**src/rtl/cfirq_pkg.sv**
```systemverilog
package cfirq_pkg;

    localparam int SRC_W = 12;
    localparam int GLB_W = 2;

    localparam int BIT_CARD_DET = 0;
    localparam int BIT_STS_CHG  = 1;
    localparam int BIT_MEM_MODE = 2;
    localparam int BIT_IO_MODE  = 3;
    localparam int BIT_IDE_MODE = 8;
    localparam int BIT_PIO_ERR  = 9;
    localparam int BIT_BUF_AVL  = 10;
    localparam int BIT_XFER_END = 11;

    localparam logic [SRC_W-1:0] CD_MASK = SRC_W'(1) << BIT_CARD_DET;

    localparam logic [SRC_W-1:0] SRC_IMPL =
        (SRC_W'(1) << BIT_CARD_DET) | (SRC_W'(1) << BIT_STS_CHG) |
        (SRC_W'(1) << BIT_MEM_MODE) | (SRC_W'(1) << BIT_IO_MODE) |
        (SRC_W'(1) << BIT_IDE_MODE) | (SRC_W'(1) << BIT_PIO_ERR) |
        (SRC_W'(1) << BIT_BUF_AVL)  | (SRC_W'(1) << BIT_XFER_END);

    localparam int GLB_CARD = 0;
    localparam int GLB_SIB  = 1;

    typedef enum logic [2:0] {
        REG_SRC_STS  = 3'd0,
        REG_SRC_EN   = 3'd1,
        REG_GLB_STS  = 3'd2,
        REG_GLB_STEN = 3'd3,
        REG_GLB_SGEN = 3'd4
    } reg_sel_e;

    typedef struct packed {
        logic [SRC_W-1:0] sts;
        logic [SRC_W-1:0] en;
    } src_regs_t;

    typedef struct packed {
        logic [GLB_W-1:0] sts;
        logic [GLB_W-1:0] sten;
        logic [GLB_W-1:0] sgen;
    } glb_regs_t;

endpackage

```
**src/rtl/cfirq_card_detect.sv**
```systemverilog
module cfirq_card_detect #(
    parameter int SYNC_STAGES = 2,
    parameter int PIN_W       = 2
) (
    input  logic             clk_i,
    input  logic             rst_ni,
    input  logic [PIN_W-1:0] pins_ni,
    output logic             present_o,
    output logic             change_o
);

    typedef struct packed {
        logic [SYNC_STAGES-1:0][PIN_W-1:0] chain;
        logic                              present;
    } cd_regs_t;

    cd_regs_t r_d, r_q;
    logic     seated_now;

    always_comb begin
        r_d          = r_q;
        r_d.chain[0] = pins_ni;
        for (int i = 1; i < SYNC_STAGES; i++) begin
            r_d.chain[i] = r_q.chain[i-1];
        end
        seated_now  = ~|r_q.chain[SYNC_STAGES-1];
        change_o    = seated_now != r_q.present;
        r_d.present = seated_now;
    end

    always_ff @(posedge clk_i or negedge rst_ni) begin
        if (!rst_ni) begin
            r_q.chain   <= '1;
            r_q.present <= 1'b0;
        end else begin
            r_q <= r_d;
        end
    end

    assign present_o = r_q.present;

endmodule

```
**src/rtl/cfirq_src_level.sv**
```systemverilog
module cfirq_src_level
    import cfirq_pkg::*;
(
    input  logic             clk_i,
    input  logic             rst_ni,
    input  logic [SRC_W-1:0] ext_evt_i,
    input  logic             cd_evt_i,
    input  logic             clr_wr_i,
    input  logic             en_wr_i,
    input  logic [SRC_W-1:0] wdata_i,
    output logic [SRC_W-1:0] sts_o,
    output logic [SRC_W-1:0] en_o,
    output logic             pending_o
);

    src_regs_t        r_d, r_q;
    logic [SRC_W-1:0] set_v;
    logic [SRC_W-1:0] clr_v;

    always_comb begin
        r_d   = r_q;
        set_v = (ext_evt_i & SRC_IMPL & ~CD_MASK) | (cd_evt_i ? CD_MASK : '0);
        clr_v = clr_wr_i ? wdata_i : '0;
        // a new event overrides a simultaneous clear of the same bit
        r_d.sts = (r_q.sts & ~clr_v) | set_v;
        if (en_wr_i) begin
            r_d.en = wdata_i & SRC_IMPL;
        end
    end

    always_ff @(posedge clk_i or negedge rst_ni) begin
        if (!rst_ni) begin
            r_q <= '0;
        end else begin
            r_q <= r_d;
        end
    end

    assign sts_o     = r_q.sts;
    assign en_o      = r_q.en;
    assign pending_o = |(r_q.sts & r_q.en);

endmodule

```
**src/rtl/cfirq_glb_level.sv**
```systemverilog
module cfirq_glb_level
    import cfirq_pkg::*;
(
    input  logic             clk_i,
    input  logic             rst_ni,
    input  logic             card_pend_i,
    input  logic             sib_evt_i,
    input  logic             clr_wr_i,
    input  logic             sten_wr_i,
    input  logic             sgen_wr_i,
    input  logic [GLB_W-1:0] wdata_i,
    output logic [GLB_W-1:0] sts_o,
    output logic [GLB_W-1:0] sten_o,
    output logic [GLB_W-1:0] sgen_o,
    output logic             irq_o
);

    glb_regs_t        r_d, r_q;
    logic [GLB_W-1:0] raw_v;
    logic [GLB_W-1:0] set_v;
    logic [GLB_W-1:0] clr_v;

    always_comb begin
        r_d             = r_q;
        raw_v           = '0;
        raw_v[GLB_CARD] = card_pend_i;
        raw_v[GLB_SIB]  = sib_evt_i;
        set_v           = raw_v & r_q.sten;
        clr_v           = clr_wr_i ? wdata_i : '0;
        r_d.sts         = (r_q.sts & ~clr_v) | set_v;
        if (sten_wr_i) begin
            r_d.sten = wdata_i;
        end
        if (sgen_wr_i) begin
            r_d.sgen = wdata_i;
        end
    end

    always_ff @(posedge clk_i or negedge rst_ni) begin
        if (!rst_ni) begin
            r_q <= '0;
        end else begin
            r_q <= r_d;
        end
    end

    assign sts_o  = r_q.sts;
    assign sten_o = r_q.sten;
    assign sgen_o = r_q.sgen;
    assign irq_o  = |(r_q.sts & r_q.sgen);

endmodule

```
**src/rtl/cfirq_aggregator.sv**
```systemverilog
module cfirq_aggregator
    import cfirq_pkg::*;
#(
    parameter int DATA_W      = 12,
    parameter int ADDR_W      = 3,
    parameter int SYNC_STAGES = 2
) (
    input  logic              clk_i,
    input  logic              rst_ni,
    input  logic              reg_wr_i,
    input  logic [ADDR_W-1:0] reg_addr_i,
    input  logic [DATA_W-1:0] reg_wdata_i,
    output logic [DATA_W-1:0] reg_rdata_o,
    input  logic [SRC_W-1:0]  src_evt_i,
    input  logic              sib_evt_i,
    input  logic [1:0]        card_det_ni,
    output logic              irq_o,
    output logic              card_present_o
);

    logic             cd_change;
    logic             src_pending;
    logic [SRC_W-1:0] src_sts, src_en;
    logic [GLB_W-1:0] glb_sts, glb_sten, glb_sgen;
    logic             wr_src_sts, wr_src_en, wr_glb_sts, wr_glb_sten, wr_glb_sgen;

    always_comb begin
        wr_src_sts  = reg_wr_i && (reg_addr_i == ADDR_W'(REG_SRC_STS));
        wr_src_en   = reg_wr_i && (reg_addr_i == ADDR_W'(REG_SRC_EN));
        wr_glb_sts  = reg_wr_i && (reg_addr_i == ADDR_W'(REG_GLB_STS));
        wr_glb_sten = reg_wr_i && (reg_addr_i == ADDR_W'(REG_GLB_STEN));
        wr_glb_sgen = reg_wr_i && (reg_addr_i == ADDR_W'(REG_GLB_SGEN));
    end

    cfirq_card_detect #(
        .SYNC_STAGES (SYNC_STAGES),
        .PIN_W       (2)
    ) u_cd (
        .clk_i     (clk_i),
        .rst_ni    (rst_ni),
        .pins_ni   (card_det_ni),
        .present_o (card_present_o),
        .change_o  (cd_change)
    );

    cfirq_src_level u_src (
        .clk_i     (clk_i),
        .rst_ni    (rst_ni),
        .ext_evt_i (src_evt_i),
        .cd_evt_i  (cd_change),
        .clr_wr_i  (wr_src_sts),
        .en_wr_i   (wr_src_en),
        .wdata_i   (reg_wdata_i[SRC_W-1:0]),
        .sts_o     (src_sts),
        .en_o      (src_en),
        .pending_o (src_pending)
    );

    cfirq_glb_level u_glb (
        .clk_i       (clk_i),
        .rst_ni      (rst_ni),
        .card_pend_i (src_pending),
        .sib_evt_i   (sib_evt_i),
        .clr_wr_i    (wr_glb_sts),
        .sten_wr_i   (wr_glb_sten),
        .sgen_wr_i   (wr_glb_sgen),
        .wdata_i     (reg_wdata_i[GLB_W-1:0]),
        .sts_o       (glb_sts),
        .sten_o      (glb_sten),
        .sgen_o      (glb_sgen),
        .irq_o       (irq_o)
    );

    always_comb begin
        reg_rdata_o = '0;
        case (reg_addr_i)
            ADDR_W'(REG_SRC_STS):  reg_rdata_o = DATA_W'(src_sts);
            ADDR_W'(REG_SRC_EN):   reg_rdata_o = DATA_W'(src_en);
            ADDR_W'(REG_GLB_STS):  reg_rdata_o = DATA_W'(glb_sts);
            ADDR_W'(REG_GLB_STEN): reg_rdata_o = DATA_W'(glb_sten);
            ADDR_W'(REG_GLB_SGEN): reg_rdata_o = DATA_W'(glb_sgen);
            default:               reg_rdata_o = '0;
        endcase
    end

endmodule

```
**config.mk**
```make
export PLATFORM = sky130hd
export DESIGN_NAME = cfirq_aggregator
export DESIGN_NICKNAME = d
export VERILOG_FILES = /design/src/rtl/cfirq_pkg.sv /design/src/rtl/cfirq_card_detect.sv /design/src/rtl/cfirq_src_level.sv /design/src/rtl/cfirq_glb_level.sv /design/src/rtl/cfirq_aggregator.sv
export SDC_FILE = /design/constraint.sdc
export NUM_CORES = 1
export LEC_CHECK = 0
export BUFFER_PORTS_ARGS = -buffer_cell sky130_fd_sc_hd__buf_2
export CELL_PAD_IN_SITES_DETAIL_PLACEMENT = 0
export CELL_PAD_IN_SITES_GLOBAL_PLACEMENT = 1
export CORE_ASPECT_RATIO = 0.75
export CORE_MARGIN = 2
export CORE_UTILIZATION = 43
export CTS_BUF_LIST = sky130_fd_sc_hd__clkbuf_4 sky130_fd_sc_hd__clkbuf_8
export CTS_CLUSTER_DIAMETER = 120
export DETAILED_ROUTE_END_ITERATION = 8
export GPL_ROUTABILITY_DRIVEN = 0
export PLACE_DENSITY = 0.95
export SLEW_MARGIN = 15
export SYNTH_ARGS = -nofsm -noshare
export SYNTH_HDL_FRONTEND = slang
export SYNTH_SLANG_ARGS = --single-unit
```
**constraint.sdc**
```tcl
create_clock -name clk_i -period 2 [get_ports clk_i]
set_input_delay 0.1 -clock clk_i [delete_from_list [all_inputs] [get_ports clk_i]]
set_output_delay 0.1 -clock clk_i [all_outputs]
set_load 0.01 [all_outputs]
```
==> results of run 1 <==
## what timing repair did
action | CTS | global route
buffers inserted | 0 | 0
hold buffers | 8 | 0
endpoints found under the setup margin | 0 | 0
endpoints found under the hold margin | 34 | 0
## cells in the mapped netlist (2+ instances only)
master                     instances  area [um2]
sky130_fd_sc_hd__nand2b_1          2        12.5
sky130_fd_sc_hd__mux2i_1           8        80.1
sky130_fd_sc_hd__buf_2             3        15.0
sky130_fd_sc_hd__nor2_1            8        30.0
sky130_fd_sc_hd__nand4_1           3        18.8
sky130_fd_sc_hd__nand2_1           8        30.0
sky130_fd_sc_hd__a22oi_1           4        30.0
sky130_fd_sc_hd__nor3b_1           2        15.0
sky130_fd_sc_hd__a21boi_0          4        30.0
sky130_fd_sc_hd__mux2_2           13         146
sky130_fd_sc_hd__dfstp_2           4         105
sky130_fd_sc_hd__and2_1            4        25.0
sky130_fd_sc_hd__a21o_1            8        60.1
sky130_fd_sc_hd__dfrtp_1          27         676
sky130_fd_sc_hd__a22o_1            3        26.3
## worst min-delay path by stage
stage / to / cells past startpoint
finish: u_src.sts_o[10] / 2
global route: u_src.sts_o[7] / 2
CTS: u_src.sts_o[11] / 2
detailed placement: u_src.en_o[2] / 1
global placement: u_src.sts_o[2] / 1
floorplan: u_cd.present_o / 0
## per-layer routing
layer	up-vias	share of wire [%]
met5	-	0
met4	0	0.74
met3	4	5.4
met2	31	50
met1	561	44
li1	510	-
## registers in the layout, summed over array words and instances, names as in the netlist
register / cells
u_glb.sts_o: 2
u_cd.present_o: 1
u_glb.sgen_o: 2
u_cd.r_q: 2
u_cd.r_d: 2
u_glb.sten_o: 2
u_src.en_o: 8
u_src.sts_o: 12
## metrics by stage
stage | worst slack [ns] | power, W
6_report | 0.346 | 0.00154
5_1_grt | 0.300 | 0.00161
4_1_cts | 0.343 | 0.00155
3_5_place_dp | 0.485 | 0.000991
3_3_place_gp | 0.533 | 0.000977
2_1_floorplan | 0.799 | 0.000891
## power by group
part	internal (W)	total, W	switching (W)	leakage (nW)
sequential	0.000697	0.000749	0.0000514	0.345
clock	0.000327	0.000546	0.000219	0.0549
combinational	0.000136	0.000244	0.000108	0.433
## cell families after synthesis
logic type | after synthesis | share of synthesized area, %
XOR/XNOR | 1 | 0.617
buffers and inverters | 5 | 1.85
multiplexers | 22 | 17.5
AND/OR/NAND/NOR | 33 | 13.7
flip-flops | 31 | 55.0
AO/OA/AOI/OAI | 21 | 11.3
## cell type report
class	count	area share (%)
multi-input cells	77	33.4
repair buffers	49	15.6
clock buffers	8	5.67
well taps	40	2.73
flip-flops and latches	31	42.6
==> results by stage, run 1 <==
Status:
- The flow ran to the end, and the final reports show no timing, DRC or antenna violations.

Final layout:
- The cell area after layout is 0.00183 mm2.
- Leaving out fill and tap cells, the most frequent cell in the layout is sky130_fd_sc_hd__buf_2.
- Cells fill 56.9% of the core in the end.
- The diode insertion count for antenna repair is 0.
- The post-layout net count is 197.
- In the final layout, the multi-input gates occupy 612 um2.
- The synthesis-to-finish area growth is 29.1%.
- The number of filler instances in the final layout is 279.
- Cells with a size suffix above 1 make up 42.4% of the layout.
- The sequential cells in the finished layout cover a total of 781 um2.
- In the layout the commonest cells are sky130_fd_sc_hd__buf_2 (41), sky130_fd_sc_hd__dfrtp_1 (27), sky130_fd_sc_hd__mux2_2 (13).
- The finished layout holds 205 standard cells, fillers aside.

Critical path:
- The kind of critical path is reg2out.
- On the critical path, the stage with the largest delay is an instance of sky130_fd_sc_hd__mux4_2.
- STA classifies the critical path startpoint as a flip-flop.
- The reg-to-reg endpoint is u_glb.sts_o[0].
- Counting both buffers and inverters, the worst setup path holds a total of 1.
- The endpoint arrival time on the critical path is 1.55 ns.
- Tracing the worst setup path back leads to its startpoint at u_src.sts_o[0].
- The slack of the worst reg-to-reg path is 0.90 ns.
- Measured in cells, the most critical reg-to-reg path has a length of 3.
- The data required time of the worst path is 1.90 ns.
- The family with the most delay on the worst path is multiplexers.
- The startpoint of the most critical register-to-register path is u_src.sts_o[3].
- STA classifies the critical path endpoint as an output pin.
- Following the worst setup path forward leads to its endpoint at reg_rdata_o[0].
- Walking the worst path, the cells encountered are mux4_2, mux2_2, buf_2.
- The critical-path maximum fanout is 3.
- On the worst path, the slowest cell contributes a delay of 0.46 ns.
- The logic depth of the worst path, buffers included is 3.

Power and ir drop:
- The worst voltage drop across the vdd grid is 0.528 mV.
- The power per cell area is 840 mW/mm2.
- The static leakage is 0.833 nW.

STA:
- Setup repair after global routing left no endpoint under its margin.
- For the finished layout, the period the worst path requires is 1.65 ns.
- The worst clock skew on the final layout is 0.00459 ns.
- The final setup violation count is 0.
- The number of endpoints with negative hold slack in the final report is 0.
- At the pin with the least slew margin, the transition time is 0.811 ns.
- The accumulated negative setup slack is 0 ns.
- The worst-case hold slack is 0.00697 ns.
- The final worst-path cycle share is 82.7%.
- The peak clock frequency supported by timing is 0.605 GHz.
- The worst pin sits at a relative slew slack of 45.7%.
- The final max-slew violation count is 0.

GRT:
- The number of global-route vias before repair is 1072.
- The met1 routing resource usage after global routing is 22.2%.
- The largest net degree at the start of global routing is 32.
- For this run, global-route usage on met2 was measured as 29.7%.
- The first global-routing pass estimated 5050 um of wire.
- The number of antenna violations at the first check in global routing is 0.
- The met3 usage in global routing is 5.99%.
- The total overflow left after global routing is 0.
- Global routing used 18.1% of the available tracks across all layers.
- The global-route layer with the greatest usage is met2.

Logic synthesis:
- Counting flops with an async set or reset pin after synthesis yields a share of 100%.
- The number of enable flip-flop cells after synthesis is 0.
- For this run, the leading register cell type out of synthesis is sky130_fd_sc_hd__dfrtp_1.
- The synthesized area is 0.00142 mm2.
- The number of nets produced by synthesis is 146.
- The distinct cell type count of the synthesized netlist is 27.
- The flip-flop and latch count after synthesis is 31.
- Yosys printed 0 warnings.
- The average cell area after synthesis is 12.6 um2.
- The number of cells produced by synthesis is 113.
- The register area share after synthesis is 55.0%.

Run:
- The tool flagged a number of max-cap violations equal to 0.

Clock tree:
- The deepest level of the CTS H-tree is 2.
- The buffer levels on the longest clock path is 2.
- Clock-pin slew was measured on the worst setup and hold paths at 0.06 ns.
- The number of clock sinks is 31.
- For the worst-skew pair, the clock arrives at the later sink with an insertion delay of 0.28 ns.
- TritonCTS built the clock tree.
- The cell sitting at the root of the clock tree is a sky130_fd_sc_hd__clkbuf_8.
- Gates resized during post-CTS repair numbered 0.
- In this run, CTS created clock tree buffers numbering 5.

Min path:
- The start point of the worst min-delay path is src_evt_i[10].
- The type of the tightest min-delay check is in2reg.

Floorplanning:
- The core outline area is 0.00322 mm2.
- During I/O placement, the number of pins put on the boundary was 47.
- The floorplan step defined a die boundary enclosing 0.00378 mm2.
- The die height is 53.7 um.
- Once the floorplan was initialized, standard cells occupied 44.1% of the core.
- The floorplan has 18 rows.
- The floorplan step set the die width to 70.3 um.

Route:
- The first-pass iteration count of the detailed router is 4.
- The detailed-route vias per instance is 5.40.
- The remaining antenna violation count after routing is 0.
- In the final routed layout, each cell accounts on average for 15.8 um.
- In this run, the number of DRC markers left after iteration 0 of detailed routing was 69.
- For this run, design rule violations remaining after detail routing come to 0.
- The number of vias after detailed routing is 1106.
- The final layout contains routed wiring with a total length of 3230 um.

Placement:
- The placed instance count is 189.
- The placement-stage cell area is 0.00165 mm2.
- The HPWL after detailed placement is 2170 um.
- The quantity of I/O buffers inserted on ports is 41.
Note: power is estimated with default switching activity, not from simulation.
==> run 2: changes to the inputs <==
CORE_UTILIZATION = 40   (was 43)
PLACE_DENSITY = 0.92   (was 0.95)
clock period = 1.6 ns   (was 2 ns; I/O delays follow)
==> run 2 against run 1 <==
  * Combinational power is 40% higher
  * Clock skew is 0.0023 ns lower
  * Global-route usage is 0.88 points lower
  * Clock-buffer cell count is 2 lower
  * Final area is 6.6% higher
  * Total power is 33% higher
  * Setup slack worse by 0.34 ns
==> results by stage, run 2 (synthesis results as in run 1) <==
Route:
- The DRC violation count after routing is 0 (unchanged).
- The detailed-route vias per instance is 5.23 (-3.0%).
- The violation count after the first detailed-routing iteration is 62 (-10%).
- The first-pass iteration count of the detailed router is 4 (unchanged).
- The mean routed wirelength per cell is 14.8 um (-6.4%).
- The number of vias after detailed routing came to 1130 (+2.2%).
- The wire length reported by the detailed router came to 3190 um (-1.4%).
- The remaining antenna violation count after routing is 0 (unchanged).

Clock tree:
- The number of clock sinks is 31 (unchanged).
- The buffer levels on the longest clock path is 2 (unchanged).
- The number of CTS-inserted buffers is 5 (unchanged).
- The deepest level of the CTS H-tree is 2 (unchanged).
- The source-to-sink clock delay at the later pin of the worst-skew pair came to 0.27 ns (about the same).
- The clock edge transition at the registers on the reported setup and hold paths came to 0.06 ns (about the same).
- The clock tree root buffer cell is sky130_fd_sc_hd__clkbuf_8.
- TritonCTS built the clock tree.

Power and ir drop:
- The internal cell power was 0.00157 W (+36%).
- The static leakage is 0.894 nW (+7.3%).
- The switching fraction of total power is 23.2% (-1.4 points).
- The net switching component of the power is 0.000476 W (+26%).
- The relative contribution of sequential cells to total power was 45.6% (-3.0 points).
- The clock power share is 37.7% (+2.2 points).
- The power per cell area is 1050 mW/mm2 (+25%).
- The worst voltage drop across the vdd grid is 0.650 mV (+23%).
- The part of the total power dissipated in combinational logic was 16.7% (+0.8 points).

Final layout:
- The library cell used most frequently in the layout, excluding fill and tap cells, is sky130_fd_sc_hd__buf_2.
- The cell area after layout is 0.00195 mm2 (+6.6%).
- The share of cells above drive strength 1 came to 42.6% (+0.19 points).
- The flip-flop count of the largest register after layout came to 12 (unchanged).
- The diode insertion count for antenna repair is 0 (unchanged).
- The post-layout net count is 208 (+5.6%).
- The final standard cell count with taps included and fillers excluded is 216 (+5.4%).
- The synthesis-to-finish area growth is 37.7%.
- The library cells used most frequently in the layout, excluding fill and tap cells, are sky130_fd_sc_hd__buf_2 (40), sky130_fd_sc_hd__dfrtp_1 (27), sky130_fd_sc_hd__dlygate4sd3_1 (14), sky130_fd_sc_hd__mux2_2 (12).
- The core occupancy in the finished layout is 58.6% (+1.7 points).

Run:
- The number of max-capacitance violations reported is 0 (unchanged).

STA:
- The number of endpoints with negative hold slack in the final report is 0 (unchanged).
- The worst path setup slack after routing is 0.00627 ns (-0.340 ns).
- The final worst-path cycle share is 99.6%.
- The final max-slew violation count was 0 (unchanged).
- For the finished layout, the period the worst path requires is 1.59 ns.
- The peak clock frequency supported by timing is 0.627 GHz.
- The final setup violation count was 0 (unchanged).
- The worst clock skew on the final layout is 0.00226 ns (-0.00233 ns).
- The accumulated negative setup slack is 0 ns (unchanged).
- The actual slew at the worst max-slew pin is 0.669 ns (-0.142 ns).
- Setup repair after global routing could not meet its margin everywhere.
- The worst-case headroom to the max-slew limit is 55.4% (+9.7 points).

Critical path:
- The number of cell instances on the worst register-to-register path is 4 (+1).
- The most critical setup path has its endpoint at reg_rdata_o[0].
- The reg-to-reg endpoint is u_glb.sts_o[0].
- The launch point of the critical path is u_src.en_o[0].
- The slack of the worst reg-to-reg path is 0.41 ns (-0.49 ns).
- The type of element capturing the critical path is an output pin.
- The worst register-to-register path begins at u_src.sts_o[0].
- The critical path startpoint category is a flip-flop.
- The endpoint arrival time on the critical path is 1.51 ns (-0.04 ns).
- The data required time of the worst path is 1.52 ns (-0.38 ns).
- The critical path is of the reg2out type.
- The critical-path maximum fanout came to 3 (unchanged).

Status:
- The run finished with clean final reports.

Floorplanning:
- The die height is 55.6 um (+3.4%).
- The core outline area was 0.00333 mm2 (+3.5%).
- The die area is 0.00404 mm2 (+7.0%).
- The horizontal die dimension is 72.8 um (+3.5%).
- The placement row count is 18 (unchanged).
- The effective utilization at floorplan came to 42.6% (-1.5 points).
- The top-level I/O count came to 47 (unchanged).

Placement:
- The quantity of I/O buffers inserted on ports was 41 (unchanged).
- The placed instance count is 191 (+1.1%).
- The placement-stage cell area came to 0.00166 mm2 (+0.91%).
- The half-perimeter wire length after detailed placement came to 2260 um (+4.3%).
- The pre-CTS setup slack is 0.281 ns (-0.204 ns).

GRT:
- The met3 usage in global routing is 6.52% (+0.53 points).
- The global router's overall resource usage is 17.2% (-0.88 points).
- The met1 routing resource usage after global routing is 21.2% (-0.98 points).
- The layer flagged by global routing as most heavily used is met2.
- The fraction of met2 tracks used by global routing is 27.0% (-2.7 points).
- The largest net degree at the start of global routing was 32 (unchanged).
- The overflow left after global routing is 0 (unchanged).
- The number of global-route vias before repair is 1157 (+7.9%).
- The global-route wire length before repair is 5240 um (+3.8%).
- The number of antenna violations at the first check in global routing is 0 (unchanged).

Min path:
- The worst hold path begins at sib_evt_i.
- The tightest min-delay check is of the in2reg type.
run 2: cell types whose count changed in the layout (fill, tap and decap cells not counted), sizes merged:
cell,change
dlygate4sd3,+6
clkinv,+1
buf,+5
bufinv,+1
clkbuf,-2
run 2: worst min-delay path by stage:
stage	endpoint	slack [ns]	depth (start not counted)
detailed placement	u_src.sts_o[7]	0.16	1
CTS	u_glb.sts_o[1]	0.04	2
global placement	u_src.sts_o[7]	0.14	1
floorplan	u_cd.present_o	-0.22	0
global route	u_src.en_o[10]	0.04	2
finish	u_glb.sts_o[1]	0.04	2
run 2: cell type report:
class                           instances  area, um2
Timing Repair Buffer                   60        389
Clock buffer                            6       82.6
Multi-Input combinational cell         77        616
Clock inverter                          2       35.0
Sequential cell                        31        781
Fill cell                             301       1380
Tap cell                               40       50.0
run 2: routing by layer:
layer  vias to the layer above  wire (um)
met5                         -          0
met4                         0         36
met3                         6        209
met2                        43       1540
met1                       549       1410
li1                        532          -
run 2: metrics by stage:
| step | hold WS [ns] | total power [W] |
|---|---|---|
| after CTS | 0.0393 | 0.00207 |
| after global placement | 0.139 | 0.00122 |
| after detailed placement | 0.157 | 0.00124 |
| after floorplan | -0.216 | 0.00111 |
| final | 0.0432 | 0.00205 |
| after global routing | 0.0382 | 0.00215 |
run 2: power by group through the flow:
| stage | Sequential [W] | Combinational [W] | Clock, W |
|---|---|---|---|
| after global routing | 0.000943 | 0.000373 | 0.000836 |
| after detailed placement | 0.000948 | 0.000294 | 0 |
| after global placement | 0.000939 | 0.000285 | 0 |
| final | 0.000935 | 0.000341 | 0.000773 |
| after floorplan | 0.000928 | 0.000186 | 0 |
| after CTS | 0.000933 | 0.000345 | 0.000795 |
run 2: what timing repair did:
action | in CTS | in global routing
endpoints found under the hold margin | 40 | 0
hold buffers | 14 | 0
resized for setup | 2 | 0
buffers inserted | 3 | 0
gates cloned | 0 | 0
endpoints found under the setup margin | 1 | 1
run 2: critical path, cell delays in order, from the launching register on:
cell and delay, ns:
sky130_fd_sc_hd__dfrtp_1 0.39, sky130_fd_sc_hd__mux4_2 0.44, sky130_fd_sc_hd__mux2_4 0.28, sky130_fd_sc_hd__buf_6 0.12
